===== config.mk =====
export PLATFORM = sky130hd
export DESIGN_NAME = tickgen_bank
export DESIGN_NICKNAME = d
export VERILOG_FILES = /design/src/rtl/tickgen_pkg.sv /design/src/rtl/tickgen_cfg_regs.sv /design/src/rtl/tickgen_prescaler.sv /design/src/rtl/tickgen_chan_div.sv /design/src/rtl/tickgen_bank.sv
export SDC_FILE = /design/constraint.sdc
export NUM_CORES = 1
export LEC_CHECK = 0
export BUFFER_PORTS_ARGS = -buffer_cell sky130_fd_sc_hd__buf_2
export CELL_PAD_IN_SITES_DETAIL_PLACEMENT = 1
export CELL_PAD_IN_SITES_GLOBAL_PLACEMENT = 1
export CORE_UTILIZATION = 43
export DETAILED_ROUTE_END_ITERATION = 7
export PLACE_DENSITY_LB_ADDON = 0.1
export SYNTH_ARGS = -nofsm -noshare
export SYNTH_HDL_FRONTEND = slang
export SYNTH_HIERARCHICAL = 1
export SYNTH_SLANG_ARGS = --single-unit

===== constraint.sdc =====
create_clock -name clk -period 2.7 [get_ports clk]
set_clock_uncertainty 0.15 [all_clocks]
set_input_delay 0.405 -clock clk [delete_from_list [all_inputs] [get_ports clk]]
set_output_delay 0.405 -clock clk [all_outputs]
set_load 0.02 [all_outputs]

===== src/rtl/tickgen_pkg.sv =====
// Shared constants and helpers for the grouped tick generator.
// Assumes exactly two prescaler groups; channels up to GRP0_LAST use group 0.
package tickgen_pkg;
    localparam int TG_GRP_NUM = 2;

    // Map a channel index to the prescaler group that feeds it.
    function automatic int unsigned grp_of(input int unsigned ch, input int unsigned grp0_last);
        return (ch <= grp0_last) ? 0 : 1;
    endfunction
endpackage


===== src/rtl/tickgen_cfg_regs.sv =====
// Holds the used fields of the two configuration words.
// Assumes the words are written whole; unused bits are dropped here.
module tickgen_cfg_regs
    import tickgen_pkg::*;
#(
    parameter int CFG_W    = 32,
    parameter int CH_NUM   = 5,
    parameter int PRE_W    = 8,
    parameter int SEL_W    = 4,
    parameter logic [CFG_W-1:0] RATE_RST = 32'h0000_0101,
    parameter logic [CFG_W-1:0] SEL_RST  = '0
) (
    input  logic                               clk,
    input  logic                               rst_n,
    input  logic                               rate_wr_i,
    input  logic [CFG_W-1:0]                   rate_data_i,
    input  logic                               sel_wr_i,
    input  logic [CFG_W-1:0]                   sel_data_i,
    output logic [TG_GRP_NUM-1:0][PRE_W-1:0]   pre_o,
    output logic [CH_NUM-1:0][SEL_W-1:0]       sel_o,
    output logic                               restart_o
);
    // A write to either word restarts every counter at the same edge.
    assign restart_o = rate_wr_i | sel_wr_i;

    for (genvar g = 0; g < TG_GRP_NUM; g++) begin : g_pre
        // Store prescaler field g of the rate word.
        always_ff @(posedge clk) begin
            if (!rst_n)         pre_o[g] <= RATE_RST[g*PRE_W +: PRE_W];
            else if (rate_wr_i) pre_o[g] <= rate_data_i[g*PRE_W +: PRE_W];
        end
    end

    for (genvar c = 0; c < CH_NUM; c++) begin : g_sel
        // Store select field c of the selection word.
        always_ff @(posedge clk) begin
            if (!rst_n)        sel_o[c] <= SEL_RST[c*SEL_W +: SEL_W];
            else if (sel_wr_i) sel_o[c] <= sel_data_i[c*SEL_W +: SEL_W];
        end
    end
endmodule


===== src/rtl/tickgen_prescaler.sv =====
// Down-counting prescaler: it pulses when the count is zero, then reloads.
// Assumes restart has priority over counting; the pulse is combinational.
module tickgen_prescaler #(
    parameter int PRE_W = 8
) (
    input  logic             clk,
    input  logic             rst_n,
    input  logic             restart_i,
    input  logic [PRE_W-1:0] pre_i,
    output logic             pulse_o
);
    logic [PRE_W-1:0] cnt_q;

    // The count at zero marks the end of a prescaled period.
    assign pulse_o = (cnt_q == '0);

    // Count down, reload on zero, clear on reset or restart.
    always_ff @(posedge clk) begin
        if (!rst_n || restart_i) cnt_q <= '0;
        else if (pulse_o)        cnt_q <= pre_i;
        else                     cnt_q <= cnt_q - 1'b1;
    end
endmodule


===== src/rtl/tickgen_chan_div.sv =====
// Per-channel power-of-two divider of the prescaler pulses, with a registered tick.
// Assumes selects above MAX_SEL saturate; the counter is MAX_SEL bits wide.
module tickgen_chan_div #(
    parameter int SEL_W   = 4,
    parameter int MAX_SEL = 4
) (
    input  logic             clk,
    input  logic             rst_n,
    input  logic             restart_i,
    input  logic             step_i,
    input  logic [SEL_W-1:0] sel_i,
    output logic [SEL_W-1:0] eff_sel_o,
    output logic             tick_o
);
    localparam int DIV_W = (MAX_SEL > 0) ? MAX_SEL : 1;

    logic [DIV_W-1:0] div_q;
    logic [DIV_W:0]   span;
    logic [DIV_W:0]   lim_full;
    logic             at_end;

    // Clamp the select to the deepest supported divider.
    assign eff_sel_o = (sel_i > SEL_W'(MAX_SEL)) ? SEL_W'(MAX_SEL) : sel_i;
    // The last count in a divider period is 2^sel - 1.
    assign span     = (DIV_W+1)'(1) << eff_sel_o;
    assign lim_full = span - 1'b1;
    assign at_end   = (div_q == lim_full[DIV_W-1:0]);

    // Count prescaler pulses and emit a tick on the last one of each period.
    always_ff @(posedge clk) begin
        if (!rst_n || restart_i) begin
            div_q  <= '0;
            tick_o <= 1'b0;
        end else begin
            tick_o <= step_i && at_end;
            if (step_i) div_q <= at_end ? '0 : div_q + 1'b1;
        end
    end
endmodule


===== src/rtl/tickgen_bank.sv =====
// Top: two shared prescalers feed five channel dividers.
// Assumes CFG_W holds both prescaler fields and all channel select fields.
module tickgen_bank
    import tickgen_pkg::*;
#(
    parameter int CFG_W     = 32,
    parameter int CH_NUM    = 5,
    parameter int PRE_W     = 8,
    parameter int SEL_W     = 4,
    parameter int MAX_SEL   = 4,
    parameter int GRP0_LAST = 1
) (
    input  logic              clk,
    input  logic              rst_n,
    input  logic              rate_wr_i,
    input  logic [CFG_W-1:0]  rate_data_i,
    input  logic              sel_wr_i,
    input  logic [CFG_W-1:0]  sel_data_i,
    output logic [CH_NUM-1:0] tick_o
);
    logic [TG_GRP_NUM-1:0][PRE_W-1:0] pre_val;
    logic [CH_NUM-1:0][SEL_W-1:0]     sel_val;
    logic [CH_NUM-1:0][SEL_W-1:0]     eff_sel;
    logic [TG_GRP_NUM-1:0]            grp_pulse;
    logic                             restart;

    tickgen_cfg_regs #(
        .CFG_W(CFG_W), .CH_NUM(CH_NUM), .PRE_W(PRE_W), .SEL_W(SEL_W)
    ) cfg_i (
        .clk(clk), .rst_n(rst_n),
        .rate_wr_i(rate_wr_i), .rate_data_i(rate_data_i),
        .sel_wr_i(sel_wr_i), .sel_data_i(sel_data_i),
        .pre_o(pre_val), .sel_o(sel_val), .restart_o(restart)
    );

    for (genvar g = 0; g < TG_GRP_NUM; g++) begin : g_grp
        tickgen_prescaler #(.PRE_W(PRE_W)) pre_i (
            .clk(clk), .rst_n(rst_n), .restart_i(restart),
            .pre_i(pre_val[g]), .pulse_o(grp_pulse[g])
        );
    end

    for (genvar c = 0; c < CH_NUM; c++) begin : g_chan
        localparam int GRP = grp_of(c, GRP0_LAST);
        tickgen_chan_div #(.SEL_W(SEL_W), .MAX_SEL(MAX_SEL)) div_i (
            .clk(clk), .rst_n(rst_n), .restart_i(restart),
            .step_i(grp_pulse[GRP]), .sel_i(sel_val[c]),
            .eff_sel_o(eff_sel[c]), .tick_o(tick_o[c])
        );
    end
endmodule


==> metrics.md <==
| Metric | Value |
|---|---|
| Clk pin slew, worst setup/hold paths | 80 ps |
| Setup bufs post-CTS | 0 |
| FMAX | roughly 450 MHz |
| Hold-critical path depth | 3 |
| Global-route wire length before repair | ~15000 um |
| Vias in the first global route | ~3100 |
| Die height | 98.00 um |
| Final hold vios | 0 |
| Ys Warns | 6 |
| Critical Path AT | around 2300 ps |
| Initial antenna violation count | 0 |
| Final setup violation count | 0 |
| Worst Hold Endpoint | cfg_i/pre_o[8]$_SDFFE_PN1P_ |
| Pleak | about 1.9 nW |
| Slowest-stage cell, CP | inv_1 |
| FP Rows | 34 |
| Final GP Congestion | between 0.8 and 0.9 |
| 1st-iter DRT viols | around 90 |
| Via count | a little over 3000 |
| DRC violations left | 0 |
| Die ar. | about 9600 um^2 |
| Die width | around 100 um |
| Syn Nets | approximately 470 |
| DR WL/cell | approximately 16 um |
| Post_cts resized | 0 |
| Hold_buf cts | 0 |
| Share of layout cells above drive strength 1 | 19.41% |
| Peak VDD IR | ~0.25 mV |
| Required time worst endpoint | approximately 2800 ps |
| Crit path max-delay family | simple AND/OR/NAND/NOR gates |
| Fillers | approximately 1000 |
| RSZ-0062 raised after global routing | false |
| Dpl hpwl | between 6000 and 7000 um |
| H-Tree Depth | 3 |
| R2r worst-path depth | 8 |
| Worst Slack Setup Final | roughly 500 ps |
| Reg2reg end | g_chan[4].div_i/tick_o$_SDFF_PP0_ |
| Area delta synth->final | 13.04% |
| Nets | 521 |
| Final Slew Violations | 0 |
| Crit-path cells | inv_1, ha_1, nor2b_1, nand3_1, inv_1, inv_1, a211oi_2, and4b_1 |
| Total chip power | between 2 and 3 mW |
| R2r setup slk | between 400 and 500 ps |
| Most frequent CP cell | inv_1 |
| Crit path buffers/inverters | 3 |
| Placement Setup Slack | between 500 and 600 ps |
| Mapped Area | 3963 um^2 |
| Worst-Margin Slew | about 460 ps |
| CTS tree | built |
| Hold_sp | rate_data_i[8] |
| FF-to-FF Start | g_grp[1].pre_i/cnt_q[0]$_SDFF_PP0_ |
| CTS Sinks | a little under 80 |
| I/O pin count | 73 |
| Antenna-violating nets left | 0 |
| Max Buffers Root-to-Sink | 2 |
| Critical path class | flip-flop to flip-flop |
| N_diodes | 0 |
| Clk root buf | clkbuf_8 |
| Final WL | between 8000 and 9000 um |
| GRT Total Usage | 19.46% |
| Post-Syn Instances | between 300 and 400 |
| Mean Syn Cell Area | 10.16 um^2 |
| TritonCTS buffer count | 9 |
| Status | finished, final reports clean |
| Relative max-transition margin | between 60% and 70% |
| # Max-Cap Violations | 0 |
| Crit. End Element | flip-flop |
| Fin crit period | 2204 ps |
| Clock Latency Late Sink | roughly 340 ps |
| GRT overflow | 0 |
| Min-delay worst type | primary input to flip-flop |
| CP max stage delay | between 300 and 400 ps |
| TNS Setup | 0 ps |
| Starting Density | between 40 and 50% |
| Pre-Repair DR Iteration Count | 4 |
| PwrDens | around 600 nW/um^2 |
| PortBufs | between 40 and 50 |
| Critical-path maximum fanout | 11 |
| Worst setup SP type | flip-flop |
| Core outline area | 8806 um^2 |
| Crit share post-route | 81.62% |
| Largest net degree at the start of global routing | 25 |
| Via density | between 5 and 6 |
layout make-up:
class | count | area [um^2] | area share, %
Multi-Input combinational cell | 283 | 2263 | 50.53
Sequential cell | 77 | 1541 | 34.41
Timing Repair Buffer | 52 | 280.3 | 6.257
Clock buffer | 11 | 151.4 | 3.380
Tap cell | 108 | 135.1 | 3.017
Inverter | 16 | 60.06 | 1.341
Clock inverter | 4 | 47.55 | 1.061
tightest hold or removal path: stages:
cell and delay [ps]:
buf_2 70, mux2i_1 50, nand2_1 60
placed cells by master, fill, tap and decap left out, types with 4 or more instances in the layout:
cell	instances
mux2i_1	41
nand2_1	7
or3_1	9
o31ai_1	8
o21ai_0	9
a211oi_2	5
nor2_1	7
o211ai_1	4
nand2b_1	14
a211oi_1	6
xor2_1	20
inv_1	16
and4b_1	5
dfxtp_1	77
clkbuf_8	11
a311oi_1	22
buf_4	8
nor2b_1	38
nor4b_2	5
a21oi_1	6
buf_2	44
nand4_1	5
nor4_2	5
xnor2_1	19
nor3_1	14
and2_1	7
ha_1	14
flip-flops by register name, indices dropped and copies added, names as in the netlist:
signal	cells
g_chan.div_i/tick_o	5
g_grp.pre_i/cnt_q	16
g_chan.div_i/div_q	20
cfg_i/sel_o	20
cfg_i/pre_o	16
per-layer routing:
layer	GRT usage [%]	share of wire [%]	wire, um
met3	3.865	2.5	213
met2	32.23	47	4086
met1	25.11	49	4249
met5	0	0	0
met4	6.993	1.3	111
power breakdown:
part / switching (mW) / internal, mW
registers: 0.0599 / 1.19
logic: 0.314 / 0.252
clock network: 0.413 / 0.470
total: 0.786 / 1.91
per-stage QoR:
stage                     hold slack [ps]  util, %  cells  area, um^2
after floorplan                     293.2        -    390        3963
after global placement              312.9    48.61    536        4280
after detailed placement            317.2    48.61    536        4280
after CTS                           114.7    50.87    551        4479
after global routing                134.5    50.87    551        4479
final                               125.2    50.87    551        4479
worst max path at each step:
stage                                       start                               endpoint  slack, ps  cells after the start
5_1_grt        g_grp[1].pre_i/cnt_q[0]$_SDFF_PP0_      g_chan[4].div_i/tick_o$_SDFF_PP0_        320                      8
2_1_floorplan  g_grp[1].pre_i/cnt_q[0]$_SDFF_PP0_      g_chan[2].div_i/tick_o$_SDFF_PP0_        660                      8
3_3_place_gp   g_grp[1].pre_i/cnt_q[0]$_SDFF_PP0_      g_chan[4].div_i/tick_o$_SDFF_PP0_        560                      8
4_1_cts        g_grp[1].pre_i/cnt_q[0]$_SDFF_PP0_  g_chan[2].div_i/div_q[2]$_SDFFE_PP0P_        520                      9
3_5_place_dp   g_grp[1].pre_i/cnt_q[0]$_SDFF_PP0_  g_chan[2].div_i/div_q[2]$_SDFFE_PP0P_        530                      9
6_report       g_grp[1].pre_i/cnt_q[0]$_SDFF_PP0_      g_chan[4].div_i/tick_o$_SDFF_PP0_        500                      8
(Power assumes the default switching activity.)
